<file path="src/rtl/simt_reconv_stack.sv">
module simt_reconv_stack #(
  parameter int LANES = 4,
  parameter int DEPTH = 8,
  parameter int PCW   = 16
) (
  input  logic             clk,
  input  logic             rst_n,
  input  logic             split_i,
  input  logic             join_i,
  input  logic [LANES-1:0] pred_i,
  input  logic [PCW-1:0]   resume_pc_i,
  output logic [LANES-1:0] active_o,
  output logic             redirect_o,
  output logic [PCW-1:0]   redirect_pc_o,
  output logic             overflow_o,
  output logic             underflow_o
);

  localparam int CW = $clog2(DEPTH + 1);
  localparam int IW = (DEPTH > 1) ? $clog2(DEPTH) : 1;
  localparam logic [CW-1:0] FULL = CW'(DEPTH);

  logic [LANES-1:0] mask_q [DEPTH];
  logic [PCW-1:0]   pc_q   [DEPTH];
  logic [DEPTH-1:0] haspc_q;
  logic [CW-1:0]    cnt_q;

  logic [LANES-1:0] taken, fallen;
  logic             diverge, do_split, do_join, split_ok, empty;
  logic [IW-1:0]    lo_idx, hi_idx, top_idx;

  assign taken    = active_o & pred_i;
  assign fallen   = active_o & ~pred_i;
  assign diverge  = (|taken) && (|fallen);
  assign do_split = split_i;
  assign do_join  = join_i && !split_i;
  assign empty    = (cnt_q == '0);
  assign split_ok = diverge ? (cnt_q <= FULL - CW'(2)) : (cnt_q != FULL);
  assign lo_idx   = IW'(cnt_q);
  assign hi_idx   = IW'(cnt_q + CW'(1));
  assign top_idx  = IW'(cnt_q - CW'(1));

  always_ff @(posedge clk) begin
    if (do_split && split_ok) begin
      mask_q[lo_idx]  <= active_o;
      pc_q[lo_idx]    <= '0;
      haspc_q[lo_idx] <= 1'b0;
      if (diverge) begin
        mask_q[hi_idx]  <= fallen;
        pc_q[hi_idx]    <= resume_pc_i;
        haspc_q[hi_idx] <= 1'b1;
      end
    end
  end

  always_ff @(posedge clk) begin
    if (!rst_n) begin
      cnt_q         <= '0;
      active_o      <= '1;
      redirect_o    <= 1'b0;
      redirect_pc_o <= '0;
      overflow_o    <= 1'b0;
      underflow_o   <= 1'b0;
    end else begin
      redirect_o  <= 1'b0;
      overflow_o  <= 1'b0;
      underflow_o <= 1'b0;
      if (do_split) begin
        if (!split_ok) begin
          overflow_o <= 1'b1;
        end else if (diverge) begin
          cnt_q    <= cnt_q + CW'(2);
          active_o <= taken;
        end else begin
          cnt_q <= cnt_q + CW'(1);
        end
      end else if (do_join) begin
        if (empty) begin
          underflow_o <= 1'b1;
        end else begin
          cnt_q    <= cnt_q - CW'(1);
          active_o <= mask_q[top_idx];
          if (haspc_q[top_idx]) begin
            redirect_o    <= 1'b1;
            redirect_pc_o <= pc_q[top_idx];
          end
        end
      end
    end
  end

endmodule

</file>
<file path="config.mk">
export PLATFORM = sky130hd
export DESIGN_NAME = simt_reconv_stack
export DESIGN_NICKNAME = d
export VERILOG_FILES = /design/src/rtl/simt_reconv_stack.sv
export SDC_FILE = /design/constraint.sdc
export NUM_CORES = 1
export LEC_CHECK = 0
export ABC_AREA = 1
export ABC_CLOCK_PERIOD_IN_PS = 2900
export BUFFER_PORTS_ARGS = -buffer_cell sky130_fd_sc_hd__buf_2
export CORE_UTILIZATION = 30
export DETAILED_ROUTE_END_ITERATION = 8
export SLEW_MARGIN = 20
export SYNTH_ARGS = -nofsm -noshare
export SYNTH_HDL_FRONTEND = slang
export SYNTH_SLANG_ARGS = --single-unit
</file>
<file path="constraint.sdc">
create_clock -name clk -period 2.9 [get_ports clk]
set_clock_uncertainty 0.2 [all_clocks]
set_input_delay 0.145 -clock clk [delete_from_list [all_inputs] [get_ports clk]]
set_output_delay 0.145 -clock clk [all_outputs]
set_load 0.005 [all_outputs]
</file>
==> key figures <==
Setup path
  – Setup crit start kind: primary input
  – Setup crit end kind: flop
  – CP arrival: 2.50 ns
  – R2R cell count: 9
  – Crit-path max FO: 15
  – Worst setup path category: primary input to flop
  – Critical Path RT: between 2 and 3 ns

Final layout
  – Layout Utilization: roughly 35%
  – N_diodes: 0
  – Area grow syn2layout: 16.7%
  – Share of cells above drive strength 1: 15.2%
  – Final #Nets: 1086
  – Final instance area: 10800 µm²

Floorplanning
  – Die X: 178 µm
  – Core footprint: ~31000 µm²
  – Io pins: 47
  – Die height: 178 µm
  – Die ar.: 31600 µm²
  – Starting Density: 30.4%
  – # rows: 64

Drt
  – Vias: 7062
  – Post-DR wirelength/cell: 16.9 µm
  – Detailed Route Iter0 Violations: 769
  – Drt drc: 0
  – WL final: 24800 µm
  – DRT Pass-1 Iters: 5
  – Vias/cell: 4.82
  – Post-DRT Antenna Nets: 0

Yosys
  – Synth cell types: 31
  – Post-synth top cells: 265 x nor2_1, 203 x nand2_1, 168 x edfxtp_1, 86 x o21ai_0, 48 x inv_1
  – Yosys top cell area share: 54.4%
  – FF+latch count, synth: approximately 200
  – Post-synth EDFFs: 168
  – Syn nets: slightly above 1000
  – Post-Synthesis Cells: 987
  – Post-Syn Area: roughly 9300 µm²
  – Most frequent cell after synthesis: nor2_1
  – Syn_area_per_cell: roughly 9.4 µm²
  – Post-synth top flop: edfxtp_1
  – Area leader, netlist: edfxtp_1
  – Ys async rst share: 0%
  – Seq/Total Area, Yosys: ~60%
  – Number of synthesis warnings: 0
  – Synth top area cells: edfxtp_1 54%, nor2_1 11%, nand2_1 8.2%, dfxtp_1 5.8%, o21ai_0 4.6%

GRT
  – Grt ovf: 0
  – Initial antenna violation count: 0
  – Pin count of the biggest net entering global routing: about 90
  – Total GRT Usage: between 10% and 20%
  – First-pass GRT wire length: 38300 µm
  – Vias in the first global route: approximately 6600

Power
  – Tot Pwr: 8.95 mW
  – P_leak: 4.51 nW
  – PwrDens: 828 nW/µm²
  – Peak supply drop: around 0.46 mV

Clock tree
  – CTS root buf: clkbuf_16
  – Worst-Skew Late Latency: 0.44 ns
  – Post-CTS Setup Bufs: 0
  – Clk pin slew, worst setup/hold paths: 0.07 ns
  – H-tree Lvls: 4
  – CTS Buffer Depth: 2
  – CTS sink cnt: slightly below 200
  – Num CTS Buffers: 17
  – CTS tree: built

Placement
  – Placed inst area: around 10000 µm²
  – Routability-driven placement congestion ratio: 0.842
  – Post-DP HPWL: between 15000 and 20000 µm
  – I/O Buffers: 46

STA
  – Fmax: 387 MHz
  – Fin. Hold Viols: 0
  – Setup TNS: 0 ns
  – RSZ-0062 raised after global routing: no
  – Tmin final: ~2.6 ns
  – Tcrit/Tclk final: just under 90%
  – Slew @ Worst Pin: 0.980 ns
  – Normalized max-slew margin: 34.7%
  – Slew Limit Fails: 0
  – Final setup vio count: 0

Job
  – MaxCap Viol Count: 0

Worst hold path
  – Hold depth: 3
  – Hold Path Class: primary input to flop

Status
  – Status: finished, final reports clean
==> placed cells by master (no fill, tap or decap), types with 2 or more instances in the layout <==
cell type,n
inv_6,2
xor2_1,3
nor2_2,6
nand2_4,10
buf_2,46
clkinv_4,2
o21ai_2,8
edfxtp_1,168
nand4_1,4
buf_12,4
buf_4,39
inv_8,2
a32o_1,8
bufinv_16,2
ha_1,7
inv_2,4
o21ai_1,3
dfxtp_1,26
clkbuf_16,17
nand3_2,2
a21oi_1,2
nand2_1,203
clkinv_8,2
clkinv_1,2
nor3_1,2
nor2_1,265
inv_1,48
clkinvlp_4,2
o21ai_0,86
o22ai_1,36
nand3_1,22
dlygate4sd3_1,20
nand2_2,7
==> flip-flops by register name, indices dropped and copies added, names as in the netlist <==
name / cells
redirect_o: 1
cnt_q: 4
redirect_pc_o: 16
overflow_o: 1
underflow_o: 1
active_o: 4
pc_q: 128
mask_q: 32
haspc_q: 8
==> where the power goes <==
group	total, mW	internal (mW)	switching (mW)
sequential	3.69	3.55	0.139
combinational	2.83	0.879	1.95
clock	2.43	1.30	1.13
total	8.95	5.73	3.23
==> metrics by stage <==
step                      setup slack [ns]  cells  hold WS, ns
after floorplan                     0.0983    987       0.0654
after global placement               0.335   1412        0.241
after detailed placement             0.345   1412        0.238
after CTS                            0.330   1464      0.00549
after global routing                 0.105   1464       0.0276
final                                0.315   1464       0.0195
==> final timing paths <==
kind | start | endpoint | slack [ns]
hold / removal | resume_pc_i[15] | pc_q[7][15] | 0.02
setup reg to reg | active_o[0] | pc_q[2][4] | 0.31
setup / recovery | pred_i[0] | pc_q[2][4] | 0.31
hold reg to reg | redirect_pc_o[6] | redirect_pc_o[6] | 0.31
==> what timing repair did <==
item / in CTS / in global routing
hold endpoints to repair: 130 / 0
endpoints found under the setup margin: 0 / 0
hold buffers: 20 / 0
gates resized for setup: 0 / 0
==> worst max-delay path, stage by stage <==
cell and delay (ns):
dlygate4sd3_1 0.52, buf_2 0.13, inv_1 0.06, nand2_2 0.14
nand2_1 0.11, inv_2 0.05, nand2_4 0.18, nand2_1 0.14
nand2_1 0.12, nand3_2 0.30, o21ai_2 0.26, buf_4 0.31
==> metal layers <==
| layer | GRT usage [%] | part of all wire [%] |
|---|---|---|
| met1 | 22.7 | 46 |
| met2 | 25.9 | 47 |
| met3 | 2.81 | 6.4 |
| met4 | 4.17 | 0.77 |
| met5 | 0 | 0 |
==> final cells by class <==
class	instances	area (µm²)
clock buffers	17	425
clock inverters	15	178
fillers	3072	19700
repair buffers	109	803
inverters	53	201
multi-input cells	679	3130
flip-flops and latches	195	5590
well taps	396	495
==> cell families after synthesis <==
group,share of synthesized area (%)
adders and majority gates,0.944
and+or+nand+nor,23.3
AOI/OAI and AO/OA,8.89
xor gates and xnor gates,0.283
buffers and inverters,6.36
DFF,60.2
No activity file was read; power rests on OpenSTA's default activity.
